--- src/rtl/pix_addr_pkg.sv ---
package pix_addr_pkg;
  localparam int CoordW = 11;
  localparam int BaseW  = 12;
  localparam int AddrW  = 32;
  localparam int RowW   = 2 * CoordW;          // row offset width
  localparam int IdxW   = RowW + 1;            // pixel index width
  localparam int ProdW  = IdxW + 5;            // index times bpp
  localparam int LowW   = AddrW - BaseW;       // bits below the base field
  localparam logic [2:0] RowCode320 = 3'd4;
  localparam logic [2:0] Depth8Code = 3'd3;

  typedef struct packed {
    logic [2:0]       rowSel;
    logic [2:0]       depthSel;
    logic [1:0]       busSel;
    logic [BaseW-1:0] base;
  } pix_cfg_t;

  typedef struct packed {
    logic fastDone;
    logic slowLoad;
    logic slowDone;
    logic errDone;
  } ctrl_strobe_t;
endpackage

--- src/rtl/pix_addr_ctrl.sv ---
module pix_addr_ctrl
  import pix_addr_pkg::*;
(
  input  logic         clk,
  input  logic         rstN,
  input  logic         reqValid,
  input  logic         reqBad,
  input  logic         reqSlow,
  output logic         reqReady,
  output ctrl_strobe_t strobe
);
  typedef enum logic {ST_IDLE, ST_SLOW} state_t;
  state_t state;
  logic accept;

  assign reqReady = (state == ST_IDLE);
  assign accept   = reqValid & reqReady;

  always_comb begin
    strobe          = '0;
    strobe.errDone  = accept & reqBad;
    strobe.fastDone = accept & ~reqBad & ~reqSlow;
    strobe.slowLoad = accept & ~reqBad & reqSlow;
    strobe.slowDone = (state == ST_SLOW);
  end

  always_ff @(posedge clk) begin
    if (!rstN) state <= ST_IDLE;
    else if (strobe.slowLoad) state <= ST_SLOW;
    else if (state == ST_SLOW) state <= ST_IDLE;
  end

  AST_SLOW_STALL: assert property (@(posedge clk) disable iff (!rstN)
    (accept && reqSlow && !reqBad) |=> !reqReady) else $error("stall missing");
endmodule

--- src/rtl/pix_addr_dp.sv ---
module pix_addr_dp
  import pix_addr_pkg::*;
(
  input  logic              clk,
  input  logic              rstN,
  input  logic [CoordW-1:0] inX,
  input  logic [CoordW-1:0] inY,
  input  pix_cfg_t          inCfg,
  input  ctrl_strobe_t      strobe,
  output logic              reqBad,
  output logic              reqSlow,
  output logic              rspValid,
  output logic              rspError,
  output logic [AddrW-1:0]  rspByteAddr,
  output logic [AddrW-1:0]  rspWordAddr,
  output logic [1:0]        rspLane,
  output logic [2:0]        rspBitOff
);
  // request checking
  logic [CoordW:0] rowLimit;
  always_comb begin
    case (inCfg.rowSel)
      3'd0:    rowLimit = 12'd256;
      3'd1:    rowLimit = 12'd512;
      3'd2:    rowLimit = 12'd1024;
      3'd3:    rowLimit = 12'd2048;
      default: rowLimit = 12'd320;
    endcase
  end

  assign reqSlow = (inCfg.rowSel == RowCode320);
  assign reqBad  = (inCfg.rowSel > RowCode320) || (inCfg.depthSel > 3'd5) ||
                   (inCfg.busSel == 2'd3) ||
                   (reqSlow && inCfg.depthSel != Depth8Code) ||
                   ({1'b0, inX} >= rowLimit);

  // power-of-two row offset: a fixed shift
  logic [RowW-1:0] rowFast;
  assign rowFast = RowW'(inY) << (8 + inCfg.rowSel[1:0]);

  // 320-pixel row offset over two cycles
  logic [CoordW-1:0] holdX, holdY;
  pix_cfg_t          holdCfg;
  logic [RowW-1:0]   partRow, rowSlow;
  always_ff @(posedge clk) begin
    if (!rstN) begin
      holdX <= '0; holdY <= '0; holdCfg <= '0; partRow <= '0;
    end else if (strobe.slowLoad) begin
      holdX   <= inX;
      holdY   <= inY;
      holdCfg <= inCfg;
      partRow <= RowW'(inY) << 8;
    end
  end
  assign rowSlow = partRow + (RowW'(holdY) << 6);

  // finalize
  logic [RowW-1:0]   selRow;
  logic [CoordW-1:0] selX;
  pix_cfg_t          selCfg;
  logic [4:0]        bpp;
  logic [IdxW-1:0]   pixIdx;
  logic [ProdW-1:0]  bitPos;
  logic [AddrW-1:0]  byteAddr, wordAddr;
  logic [1:0]        lane;

  assign selRow = strobe.slowDone ? rowSlow : rowFast;
  assign selX   = strobe.slowDone ? holdX   : inX;
  assign selCfg = strobe.slowDone ? holdCfg : inCfg;

  always_comb begin
    case (selCfg.depthSel)
      3'd0:    bpp = 5'd1;
      3'd1:    bpp = 5'd2;
      3'd2:    bpp = 5'd4;
      3'd3:    bpp = 5'd8;
      3'd4:    bpp = 5'd16;
      default: bpp = 5'd24;
    endcase
  end

  assign pixIdx   = IdxW'(selRow) + IdxW'(selX);
  assign bitPos   = ProdW'(pixIdx) * ProdW'(bpp);
  assign byteAddr = {selCfg.base, {LowW{1'b0}}} + AddrW'(bitPos[ProdW-1:3]);

  always_comb begin
    case (selCfg.busSel)
      2'd0:    begin wordAddr = byteAddr;      lane = 2'd0;                end
      2'd1:    begin wordAddr = byteAddr >> 1; lane = {1'b0, byteAddr[0]}; end
      default: begin wordAddr = byteAddr >> 2; lane = byteAddr[1:0];       end
    endcase
  end

  // response registers
  logic doneAny;
  assign doneAny = strobe.fastDone | strobe.slowDone;
  always_ff @(posedge clk) begin
    if (!rstN) begin
      rspValid <= 1'b0; rspError <= 1'b0;
      rspByteAddr <= '0; rspWordAddr <= '0; rspLane <= '0; rspBitOff <= '0;
    end else begin
      rspValid <= doneAny | strobe.errDone;
      rspError <= strobe.errDone;
      if (doneAny) begin
        rspByteAddr <= byteAddr;
        rspWordAddr <= wordAddr;
        rspLane     <= lane;
        rspBitOff   <= bitPos[2:0];
      end
    end
  end

  AST_ERR_HOLD: assert property (@(posedge clk) disable iff (!rstN)
    (rspValid && rspError) |-> ($stable(rspByteAddr) && $stable(rspWordAddr))) else $error("error moved address");
endmodule

--- src/rtl/pix_addr_gen.sv ---
module pix_addr_gen
  import pix_addr_pkg::*;
(
  input  logic              clk,
  input  logic              rstN,
  input  logic              reqValid,
  output logic              reqReady,
  input  logic [CoordW-1:0] reqX,
  input  logic [CoordW-1:0] reqY,
  input  logic [2:0]        cfgRowSel,
  input  logic [2:0]        cfgDepthSel,
  input  logic [1:0]        cfgBusSel,
  input  logic [BaseW-1:0]  cfgBase,
  output logic              rspValid,
  output logic              rspError,
  output logic [AddrW-1:0]  rspByteAddr,
  output logic [AddrW-1:0]  rspWordAddr,
  output logic [1:0]        rspLane,
  output logic [2:0]        rspBitOff
);
  pix_cfg_t     cfg;
  ctrl_strobe_t strobe;
  logic         reqBad, reqSlow;

  assign cfg = '{rowSel: cfgRowSel, depthSel: cfgDepthSel, busSel: cfgBusSel, base: cfgBase};

  pix_addr_ctrl u_ctrl (
    .clk(clk), .rstN(rstN), .reqValid(reqValid), .reqBad(reqBad),
    .reqSlow(reqSlow), .reqReady(reqReady), .strobe(strobe)
  );

  pix_addr_dp u_dp (
    .clk(clk), .rstN(rstN), .inX(reqX), .inY(reqY), .inCfg(cfg), .strobe(strobe),
    .reqBad(reqBad), .reqSlow(reqSlow), .rspValid(rspValid), .rspError(rspError),
    .rspByteAddr(rspByteAddr), .rspWordAddr(rspWordAddr), .rspLane(rspLane),
    .rspBitOff(rspBitOff)
  );

  logic acceptTop;
  assign acceptTop = reqValid & reqReady;

  AST_FAST_RSP: assert property (@(posedge clk) disable iff (!rstN)
    (acceptTop && !reqSlow && !reqBad) |=> (rspValid && !rspError && reqReady)) else $error("fast response late");
  AST_SLOW_RSP: assert property (@(posedge clk) disable iff (!rstN)
    (acceptTop && reqSlow && !reqBad) |=> (!rspValid ##1 (rspValid && !rspError))) else $error("slow response timing");
  AST_ERR_RSP: assert property (@(posedge clk) disable iff (!rstN)
    (acceptTop && reqBad) |=> (rspValid && rspError)) else $error("error response missing");
  AST_ONE_PULSE: assert property (@(posedge clk) disable iff (!rstN)
    (rspValid && !$past(acceptTop)) |-> $past(!reqReady)) else $error("stray response");
endmodule

--- config.mk ---
export PLATFORM = sky130hd
export DESIGN_NAME = pix_addr_gen
export DESIGN_NICKNAME = d
export VERILOG_FILES = /design/src/rtl/pix_addr_pkg.sv /design/src/rtl/pix_addr_ctrl.sv /design/src/rtl/pix_addr_dp.sv /design/src/rtl/pix_addr_gen.sv
export SDC_FILE = /design/constraint.sdc
export NUM_CORES = 1
export LEC_CHECK = 0
export BUFFER_PORTS_ARGS = -buffer_cell sky130_fd_sc_hd__buf_2
export CORE_MARGIN = 4
export CORE_UTILIZATION = 35
export CTS_CLUSTER_DIAMETER = 60
export CTS_CLUSTER_SIZE = 25
export DETAILED_ROUTE_END_ITERATION = 7
export GPL_ROUTABILITY_DRIVEN = 0
export GPL_TIMING_DRIVEN = 0
export PLACE_DENSITY = 0.51
export SETUP_SLACK_MARGIN = 0.5
export SYNTH_ARGS = -nofsm -noshare
export SYNTH_HDL_FRONTEND = slang
export SYNTH_SLANG_ARGS = --single-unit
--- constraint.sdc ---
create_clock -name clk -period 22.3 [get_ports clk]
set_clock_uncertainty 0.05 [all_clocks]
set_input_delay 4.46 -clock clk [delete_from_list [all_inputs] [get_ports clk]]
set_output_delay 4.46 -clock clk [all_outputs]
set_load 0.1 [all_outputs]
Yosys cells after proc, flatten, opt, wreduce, memory -nomap -nowiden
Index checks and enable logic that the tools add are counted.
W data, S select, Z words.
- output and inout port bits: 72
- input port bits: 45
- flip-flop bits (word level): 111
- word-level logic and storage cells: 58
- order comparisons: 3
- shift operators: 1
- multiplexer cells: 8
- bitwise gates (word level): 10
- equality and inequality tests: 11
- reduce and logical (&&, ||, !) cells: 8
- multiply operators: 1
- add/subtract/negate cells: 4
- operators by type and width (kind ; count):
    $pmux W32 S2 ; 1
    $pmux W12 S4 ; 1
    $add A32 B25 Y32 ; 1
    $shl A11 B32 Y22 ; 1
    $mul A23 B5 Y28 ; 1
    $pmux W5 S5 ; 1
    $add A22 B11 Y23 ; 1
    $mux W22 ; 1
    $add A19 B17 Y20 ; 1
    $mux W17 ; 1
    $eq A3 B2 Y1 const B ; 4
    $ge A11 B12 Y1 ; 1
    $mux W11 ; 1
    $eq A3 B1 Y1 const B ; 2
    $eq A3 B3 Y1 const B ; 2
    $gt A3 B3 Y1 const B ; 2
    $logic_not A3 Y1 ; 2
    $add A4 B2 Y5 const A ; 1
    $and A1 B1 Y1 ; 5
    $logic_or A1 B1 Y1 ; 4
    $pmux W2 S2 ; 1
    $ne A3 B2 Y1 const B ; 1
    $not A1 Y1 ; 3
    $eq A2 B1 Y1 const B ; 1
    5 further kinds ; 6

Depth between registers and ports, before layout
Gate-level depths: netlist of the first run.
- depth in word-level cells: 10
- depth in mapped cells: 42

Hierarchy
From an unflattened synthesis of the first run, not the netlist that was laid out.
- cells, all modules: 1305
- area, all modules: 10354.9 µm²
- by module, submodules not included (module ; instances ; cells an instance ; seq. area each (µm²) ; area an instance (µm²)):
    pix_addr_dp ; 1 ; 1297 ; 2202.1 ; 10289.9
    pix_addr_ctrl ; 1 ; 8 ; 20.0 ; 65.1

Least setup slack after synthesis of the first run
Ideal clock, no wire load.
- path kind: in2reg
- start: in cfgRowSel[0]
- end: reg u_dp.rspWordAddr[28]
- slack: 10.394 ns
- arrival time: 11.794 ns
- buffers on the path: 3
- stages on the path: 37
- library setup time: 0.062 ns
- path through: buf_2 buf_2 nor2_1 nand2_1 o21ai_0 ha_1 a21o_1 a21oi_1 o21bai_1 and3_1 and2_1 xnor2_1 nor2_1 fa_1 fa_1 inv_1 fa_1 inv_1 ha_1 buf_2 and3_1 nand2_1 o22ai_1 o31a_1 a21o_1 a21o_1 xor2_1 inv_1 fa_1 nor2b_1 o21ai_0 a21boi_0 o21ai_0 xor2_1 nand2_1 o211ai_1 o2111a_1
- word-level cells in the longest chain between the ends: 9
- elaborated cells on any way between the ends: 25
- ends and longest elaborated chain (element ; RTL line ; source):
    start: declaration ; pix_addr_gen.sv:10 ; input logic [2:0] cfgRowSel,
    parallel branches: the longest is 9 deep, another holds $add A32 B25 Y32 ; n/a ;
    end signal: assignment ; pix_addr_dp.sv:106 ; rspWordAddr <= wordAddr;
    end: declaration ; pix_addr_dp.sv:15 ; output logic [AddrW-1:0] rspWordAddr,
Parallel ways; which one is timed is not known.
A chain may end at the register's enable or synchronous reset.

Final worst setup path of the first run
- start: in cfgRowSel[0]
- end: reg u_dp.rspWordAddr[30]
Same word-level chain as after synthesis.

==> impl_metrics.tcl, run 1 <==
set metrics [dict create \
    worstPathMaxFanout 10 \
    syn_inst 1260 \
    synth_top_family_by_area "adder cells" \
    io_buffers 114 \
    setup_viol 0 \
    critical_path.top_delay_family "adder cells" \
    yosys.area_share.simple 0.196 \
    cts_tree "yes" \
    cts.clk_slew.worst_paths_ps 90 \
    ys_seq_elements 111 \
    clkLatencyLatePin_ps 370 \
    crit_required_ps 22480 \
    synth_fa_ha_area_frac 0.201 \
    status "finished, final reports clean" \
    criticalPathCategory "input port to register" \
    crit_start "cfgRowSel[0]" \
    avgSynthCellArea_sq_um 8.11 \
    worstMarginPinSlew_ps 1050 \
    drive_above_1_share 0.152 \
    area_delta_synth_final_pct 13.2 \
    grt_antenna_before_repair 0 \
    syn-num-nets 1430 \
    synthDominantCellAreaShare 0.217 \
    dr.pass1.iters 6 \
    peakVddDrop_uv 36.5 \
    wl_met1_microns 15300 \
    rsz0062_at_grt "no" \
    synth_compound_area_frac 0.192 \
    die_h_microns 179 \
    postCtsHoldBufs 0 \
    placed_cell_area_sq_mm 0.0113 \
    setup_tns_ps 0 \
    grt_overflow 0 \
    via_per_inst 5.34 \
    period_minus_slack_ps 13420 \
    r2r-start "u_ctrl.state" \
    dieArea_sq_mm 0.0320 \
    synth-edff-count 0 \
    dp_hpwl_microns 27400 \
    die-width_microns 179 \
    synth-xor-area-share 0.0408 \
    cpPeakStageDelay_ps 550 \
    crit_path_end_kind "register" \
    clk_path_buf_depth 2 \
    core-area_sq_mm 0.0288 \
    fmax_mhz 74.5 \
    drt-total-wl_microns 33800 \
    grt_pass1_wl_microns 53300 \
    cts_buffers 9 \
    async_flop_share 0 \
    avgRoutedWirePerCell_microns 19.1 \
    synth_area_leaders "dfxtp_1 22%, fa_1 13%, ha_1 7.2%" \
    hold_path_class "register to register" \
    syn_area_sq_mm 0.0102 \
    final_area_sq_mm 0.0116 \
    root_buffer "clkbuf_16" \
    slew_viol_final 0 \
    grt_pass1_vias 9337 \
    highest_layer "met4" \
    cts_resized 0 \
    track_usage 0.214 \
    crit_buf_inv 7 \
    drc_errors 0 \
    postCtsSetupBuffers 0 \
    drv_cap 0 \
    slew_headroom 0.280 \
    worstPathArrival_ps 13600 \
    vias 9479 \
    ys_seq_area_frac 0.217 \
    io_pins 117 \
    leakage_nw 5.36 \
    muxShareOfSynthArea 0.0885 \
    report.final.hold_viol_count 0 \
    synth_top_cell_by_area "dfxtp_1" \
    antenna_left 0 \
    hold_path.startpoint "u_dp.rspBitOff[1]" \
    min_period_over_period 0.602 \
    core.rowCount 62 \
    rrSetupSlack_ps 11270 \
    p_per_area_mw_per_mm2 65.0 \
    drt_iter0_markers 670 \
    grt_max_degree 22 \
    final_nets 1555 \
    wl_met3_microns 1970 \
    yosysWarnings 0 \
    start_kind "input port" \
    diodes 0 \
    initial_core_util 0.355 \
    dr_wl_met2_microns 16200 \
    synth-main-ff-cell "dfxtp_1" \
    synth_cell_types 85 \
    cp_slowest_cell "fa_1" \
    clkSinkCount 111 \
    cts-htree-levels 3 \
]
final cells by class:
cell class,instances,area (sq um)
Multi-Input combinational cell,989,7350
Clock inverter,7,77.6
Sequential cell,111,2220
Inverter,92,345
Fill cell,3069,17200
Timing Repair Buffer,114,571
Tap cell,384,480
Clock buffer,9,225
Buffer,68,307
per-layer routing:
layer	vias to the layer above	track usage
li1	4586	-
met1	4606	0.291
met2	259	0.359
met3	28	0.0380
met4	0	0.0381
met5	-	0
worst register-to-register path: cells and delay by family (launching register included):
kind / cells / cell delay, ps
muxes: 1 / 420
AOI/OAI and AO/OA: 11 / 2370
DFF: 1 / 310
xor gates and xnor gates: 3 / 1070
buffers and inverters: 10 / 2440
and+or+nand+nor: 8 / 1420
adders and majority gates: 6 / 2830
metrics by stage:
step | hold slack [ps] | utilization | total power [mW] | worst slack (ps) | cells
2_1_floorplan | 408 | - | 0.485 | 10390 | 1260
3_3_place_gp | 386 | 0.392 | 0.578 | 8670 | 1758
3_5_place_dp | 392 | 0.392 | 0.579 | 8600 | 1758
4_1_cts | 403 | 0.402 | 0.756 | 8990 | 1774
5_1_grt | 415 | 0.402 | 0.801 | 8350 | 1774
6_report | 400 | 0.402 | 0.753 | 8880 | 1774
sequential cells by signal, summed over array words and instances (netlist names):
| signal | cells |
|---|---|
| u_dp.rspByteAddr | 32 |
| u_dp.rspWordAddr | 32 |
| u_dp.holdCfg | 17 |
| u_dp.holdX | 11 |
| u_dp.holdY | 11 |
| u_dp.rspBitOff | 3 |
| u_dp.rspLane | 2 |
| u_ctrl.state | 1 |
| u_dp.rspError | 1 |
| u_dp.rspValid | 1 |
power breakdown:
part           internal [mW]  switching, mW
Combinational          0.108          0.259
Sequential             0.207        0.00544
Clock                 0.0799         0.0941
Yosys cell counts (4+ instances only):
cell and instances:
a211oi_1 24, a21o_1 17, a21oi_1 93, a22oi_1 4, a31oi_1 10, and2_1 6, and3_1 11, and4_1 4
buf_1 8, buf_2 23, clkbuf_1 34, dfxtp_1 111, fa_1 66, ha_1 59, inv_1 91, mux2_2 21
mux2i_1 62, nand2_1 129, nand2b_1 12, nand3_1 34, nor2_1 188, nor2b_1 9, nor3_1 20, nor3b_1 5
o211ai_1 20, o21a_1 10, o21ai_0 43, o21ai_1 11, o21bai_1 4, o221ai_1 6, o31ai_1 6, or2_2 4
xnor2_1 29, xor2_1 13
placed cells by master (no fill, tap or decap), drive strengths merged, types with 9 or more instances in the layout:
cell type and instances:
nor2 188, o211ai 20, buf 148, xor2 15
and3 12, xnor2 30, o21a 10, a21o 17
a21oi 94, o21ai 55, dfxtp 111, ha 59
a31oi 10, fa 66, nand2 129, a211oi 27
nand3 34, nor3 21, clkbuf 43, mux2i 63
nand2b 12, mux2 22, inv 94, nor2b 9
cells by family after synthesis:
logic type | Yosys count
AND/OR/NAND/NOR | 445
AO/OA/AOI/OAI | 288
buffers and inverters | 160
adder cells (fa/ha/maj) | 125
flip-flops | 111
multiplexers | 86
XOR/XNOR | 45
worst paths after layout:
check                              end  cells past startpoint
setup / recovery  u_dp.rspWordAddr[30]                     38
hold / removal       u_dp.rspBitOff[1]                      2
setup reg to reg  u_dp.rspWordAddr[30]                     39
hold reg to reg      u_dp.rspBitOff[1]                      2
(Power assumes the default switching activity.)
==> run 2, diff against run 1 <==
- ABC_AREA: not set -> 1
- clock period: 22.3 -> 13 ns (I/O delays scaled with it)
==> run 2 against run 1 <==
Sequential share of layout area down 0.072 points. Clock power rose by 72%. Sequential power rose by 69%. Clock-buffer cell count is the same. Routed wire length grew 5.1%. Final area up 0.38%. Synthesized area up 0.29%. Register-to-register slack worse by 7700 ps. Largest power group unchanged.
==> impl_metrics.tcl, run 2 <==
set metrics [dict create \
    crit_path_end_kind "register" \
    synth_cell_types 46 \
    worstMarginPinSlew_ps 781 \
    cts_tree "yes" \
    initial_core_util 0.356 \
    ys_seq_area_frac 0.217 \
    p_comb_frac 0.463 \
    clkLatencyLatePin_ps 370 \
    mostFrequentLayoutCell "nand2_1" \
    setup_viol 0 \
    dp_hpwl_microns 29400 \
    power.switching_mw 0.578 \
    n_fill_cell 3200 \
    p_clk_frac 0.245 \
    criticalPathCategory "input port to register" \
    fmax_mhz 99.2 \
    diodes 0 \
    p_per_area_mw_per_mm2 106 \
    synthDominantCellAreaShare 0.217 \
    core-area_sq_mm 0.0288 \
    dieArea_sq_mm 0.0321 \
    clk_path_buf_depth 2 \
    syn-num-nets 1736 \
    period_minus_slack_ps 10080 \
    p_seq_frac 0.292 \
    swShare 0.471 \
    synth-main-ff-cell "dfxtp_1" \
    leakage_nw 5.92 \
    synth-edff-count 0 \
    cts_buffers 9 \
    crit_required_ps 13260 \
    drive_above_1_share 0.118 \
    die_h_microns 179 \
    grt_max_degree 23 \
    io_buffers 116 \
    yosysWarnings 0 \
    final_util 0.404 \
    layout_common_cells "348 x nand2_1, 236 x nor2_1, 197 x inv_1, 137 x buf_2, 124 x o21ai_0" \
    hold_path_class "register to register" \
    cpPeakStageDelay_ps 550 \
    grt_pass1_wl_microns 55700 \
    syn_area_sq_mm 0.0103 \
    root_buffer "clkbuf_16" \
    yosysMostFrequentCell "nand2_1" \
    cts.clk_slew.worst_paths_ps 90 \
    via_per_inst 5.03 \
    cp_slowest_cell "fa_1" \
    syn_inst 1566 \
    drt-total-wl_microns 35600 \
    postCtsSetupBuffers 0 \
    status "finished, final reports clean" \
    async_flop_share 0 \
    cts_resized 0 \
    worstPathArrival_ps 10340 \
    vias 10476 \
    postCtsHoldBufs 0 \
    grt_overflow 0 \
    top_regs "u_dp.rspByteAddr: 32 flops, u_dp.rspWordAddr: 32 flops, u_dp.holdCfg: 17 flops" \
    grt_antenna_before_repair 0 \
    track_usage 0.223 \
    synth_top_cell_by_area "dfxtp_1" \
    worstPathMaxFanout 7 \
    die-width_microns 179 \
    drt_iter0_markers 737 \
    drv_cap 0 \
    setup_tns_ps 0 \
    antenna_left 0 \
    min_period_over_period 0.776 \
    io_pins 117 \
    drc_errors 0 \
    start_kind "input port" \
    final_nets 1863 \
    grt_pass1_vias 10084 \
    peakVddDrop_uv 56.1 \
    core.rowCount 62 \
    synthTopCellsByCount "348 x nand2_1, 236 x nor2_1, 197 x inv_1" \
    report.final.hold_viol_count 0 \
    avgSynthCellArea_sq_um 6.55 \
    avgRoutedWirePerCell_microns 17.1 \
    p_int_mw 0.648 \
    clkSinkCount 111 \
    area_delta_synth_final_pct 13.3 \
    ys_seq_elements 111 \
    rsz0062_at_grt "no" \
    slew_viol_final 0 \
    dr.pass1.iters 5 \
    synth_area_leaders "dfxtp_1 22%, fa_1 13%, nand2_1 13%" \
    critical_path.most_common_cell "nand2_1" \
    slew_headroom 0.474 \
    cts-htree-levels 3 \
]
[run 2: changes by cell type after synthesis, sizes merged, moves of 22 or more]
| cell | before | now |
|---|---|---|
| nor2 | 188 | 243 |
| mux2i | 63 | 1 |
| inv | 92 | 204 |
| a211oi | 27 | 4 |
| nand2 | 129 | 353 |
| mux2 | 22 | 0 |
| nand3 | 34 | 116 |
| o21ai | 55 | 135 |
[run 2: kinds of logic after synthesis]
logic type	Yosys count	synth area share
DFF	111	0.217
buffers and inverters	267	0.106
adders and majority gates	125	0.201
xor gates and xnor gates	25	0.0214
and+or+nand+nor	757	0.308
muxes	1	0.000976
AOI/OAI and AO/OA	280	0.146
[run 2: critical path: cells and delay by family]
kind	cells	cell delay [ps]
xor+xnor	2	720
fa+ha+maj	7	2840
compound gates	2	300
buf+inv	6	550
simple gates	28	3330
[run 2: metrics by stage]
stage	area, sq um	instances	power (mW)	hold WS, ps	worst slack (ps)
final	11600	2082	1.23	401	2920
after global routing	11600	2082	1.31	423	2230
after CTS	11600	2082	1.23	404	2930
after detailed placement	11300	2066	0.929	387	2590
after global placement	11300	2066	0.926	386	2580
after floorplan	10300	1566	0.774	369	4080
[run 2: worst paths after layout]
kind | start | end | slack [ps] | cells past startpoint
worst max register to register | u_ctrl.state | u_dp.rspWordAddr[28] | 3540 | 49
worst min-delay path | u_dp.holdCfg[16] | u_dp.holdCfg[16] | 400 | 2
worst min register to register | u_dp.holdCfg[16] | u_dp.holdCfg[16] | 400 | 2
worst max-delay path | cfgRowSel[1] | u_dp.rspWordAddr[28] | 2920 | 45
[run 2: cell type report]
class / count / area, sq um / share of cell area
multi-input combinational: 1188 / 6950 / 0.598
sequential: 111 / 2220 / 0.191
inverter: 205 / 769 / 0.0662
timing repair buffer: 116 / 581 / 0.0500
tap: 384 / 480 / 0.0414
buffer: 62 / 313 / 0.0269
clock buffer: 9 / 225 / 0.0194
clock inverter: 7 / 81.3 / 0.00700
[run 2: metal layers]
layer,part of all wire,vias up,global-route usage,wire [microns]
li1,-,5267,-,-
met2,0.44,302,0.349,15600
met5,0,-,0,0
met1,0.50,4876,0.328,17700
met4,0.014,0,0.0435,485
met3,0.051,31,0.0323,1820
[run 2: power by group through the flow]
stage	combinational, mW	sequential, mW	clock, mW
floorplan	0.329	0.445	0
global placement	0.560	0.366	0
detailed placement	0.563	0.366	0
CTS	0.565	0.359	0.305
global route	0.629	0.360	0.318
finish	0.567	0.358	0.300
==> run 3, diff against run 2 <==
- ABC_AREA: 1 -> 0
- clock period: 13 -> 9.3 ns (I/O delays scaled with it)
==> run 3 against run 2 <==
Setup slack worse by 2500 ps. Sequential power grew 42%. Core utilization increased by 4.5 points. Clock power is 39% higher. Combinational power rose by 87%. Critical path depth decreased by 7. Critical endpoint is now u_dp.rspWordAddr[30]. Final area increased by 11%. Die area shrank 0.28%. Register-to-register slack got worse by 3100 ps. Cell count shrank 12%.
==> impl_metrics.tcl, run 3 (synthesis gave the netlist of run 1 again) <==
set metrics [dict create \
    die-width_microns 179 \
    drc_errors 0 \
    clkSinkCount 111 \
    period_minus_slack_ps 8920 \
    p_per_area_mw_per_mm2 154 \
    rsz0062_at_grt "yes" \
    vias 9782 \
    setup_viol 0 \
    peakVddDrop_uv 117 \
    crit_start "cfgRowSel[0]" \
    worst_hold_slack_ps 403 \
    layout_common_cells "171 x nor2_1, 127 x nand2_1, 124 x buf_2, 111 x dfxtp_1, 80 x a21oi_1" \
    postCtsHoldBufs 0 \
    report.final.hold_viol_count 0 \
    avgRoutedWirePerCell_microns 19.2 \
    cts_buffers 9 \
    drt_iter0_markers 627 \
    grt_pass1_wl_microns 54000 \
    fmax_mhz 112 \
    crit_required_ps 9500 \
    drt-total-wl_microns 35200 \
    r2r-start "u_ctrl.state" \
    core-area_sq_mm 0.0288 \
    die_h_microns 179 \
    dp_hpwl_microns 27400 \
    core.rowCount 62 \
    area_delta_synth_final_pct 26.4 \
    leakage_nw 5.85 \
    clk_path_buf_depth 2 \
    final_nets 1621 \
    hold_path.startpoint "u_dp.rspBitOff[1]" \
    grt_antenna_before_repair 0 \
    crit_path_end_kind "register" \
    slew_headroom 0.344 \
    criticalPathCategory "input port to register" \
    top_regs "u_dp.rspByteAddr: 32 flops, u_dp.rspWordAddr: 32 flops, u_dp.holdCfg: 17 flops" \
    antenna_left 0 \
    clkLatencyLatePin_ps 370 \
    dieArea_sq_mm 0.0320 \
    cts-htree-levels 3 \
    status "finished, final reports clean" \
    worstPathArrival_ps 9120 \
    drive_above_1_share 0.268 \
    worstPathMaxFanout 6 \
    cts_tree "yes" \
    grt_max_degree 22 \
    min_period_over_period 0.959 \
    preCtsSetupSlack_ps -1120 \
    track_usage 0.217 \
    grt_pass1_vias 9507 \
    cpPeakStageDelay_ps 550 \
    diodes 0 \
    start_kind "input port" \
    setup_tns_ps 0 \
    root_buffer "clkbuf_16" \
    mostFrequentLayoutCell "nor2_1" \
    io_pins 117 \
    grt_overflow 0 \
    dr.pass1.iters 5 \
    cts.clk_slew.worst_paths_ps 100 \
    drv_cap 0 \
    fin_ws_ps 380 \
    slew_viol_final 0 \
    cp_slowest_cell "fa_1" \
    hold_path_class "register to register" \
    worstMarginPinSlew_ps 973 \
    via_per_inst 5.32 \
    io_buffers 114 \
    initial_core_util 0.355 \
]
## run 3: cell type report
| type | count | area (sq um) |
|---|---|---|
| inverter | 92 | 345 |
| sequential | 111 | 2220 |
| multi-input combinational | 989 | 8080 |
| clock buffer | 9 | 225 |
| tap | 384 | 480 |
| timing repair buffer | 180 | 1100 |
| clock inverter | 7 | 75.1 |
| buffer | 68 | 389 |
| fill | 2911 | 15900 |
## run 3: path summary, 6_finish.rpt
kind | endpoint | depth (start not counted) | slack [ps]
worst min-delay path | u_dp.rspBitOff[1] | 2 | 400
worst max-delay path | u_dp.rspWordAddr[30] | 38 | 380
worst max register to register | u_dp.rspWordAddr[30] | 39 | 490
worst min register to register | u_dp.rspBitOff[1] | 2 | 400
## run 3: timing repair
item | in CTS | in global routing
resized for setup | 77 | 86
setup buffers | 38 | 28
endpoints found under the setup margin | 25 | 21
pin swaps | 49 | 82
## run 3: worst max-delay path, delay by kind of cell
family | cells | cell delay [ps]
XOR/XNOR | 3 | 670
buffers and inverters | 7 | 670
AND/OR/NAND/NOR | 10 | 1360
adder cells (fa/ha/maj) | 6 | 2430
AO/OA/AOI/OAI | 12 | 2080
## run 3: metrics by stage
stage	power (mW)	util	area, sq um	instances
4_1_cts	1.92	0.429	12400	1812
5_1_grt	2.10	0.449	12900	1840
2_1_floorplan	1.18	-	10300	1260
3_3_place_gp	1.40	0.395	11400	1758
3_5_place_dp	1.40	0.395	11400	1758
6_report	1.99	0.449	12900	1840
## run 3: where the power goes
group          internal [mW]  leakage, nW  total [mW]  switching (mW)
sequential             0.496        0.899       0.509          0.0131
combinational          0.378         4.81        1.06           0.685
clock                  0.191        0.143       0.417           0.226
total                   1.07         5.85        1.99           0.924
## run 3: per-layer routing
metal  share of wire  vias up  wire length, microns  GRT usage
met3           0.046       40                  1630     0.0211
met2            0.48      265                 16800      0.364
li1                -     4725                     -          -
met1            0.46     4752                 16100      0.304
met4           0.019        0                   670     0.0476
met5               0        -                     0          0
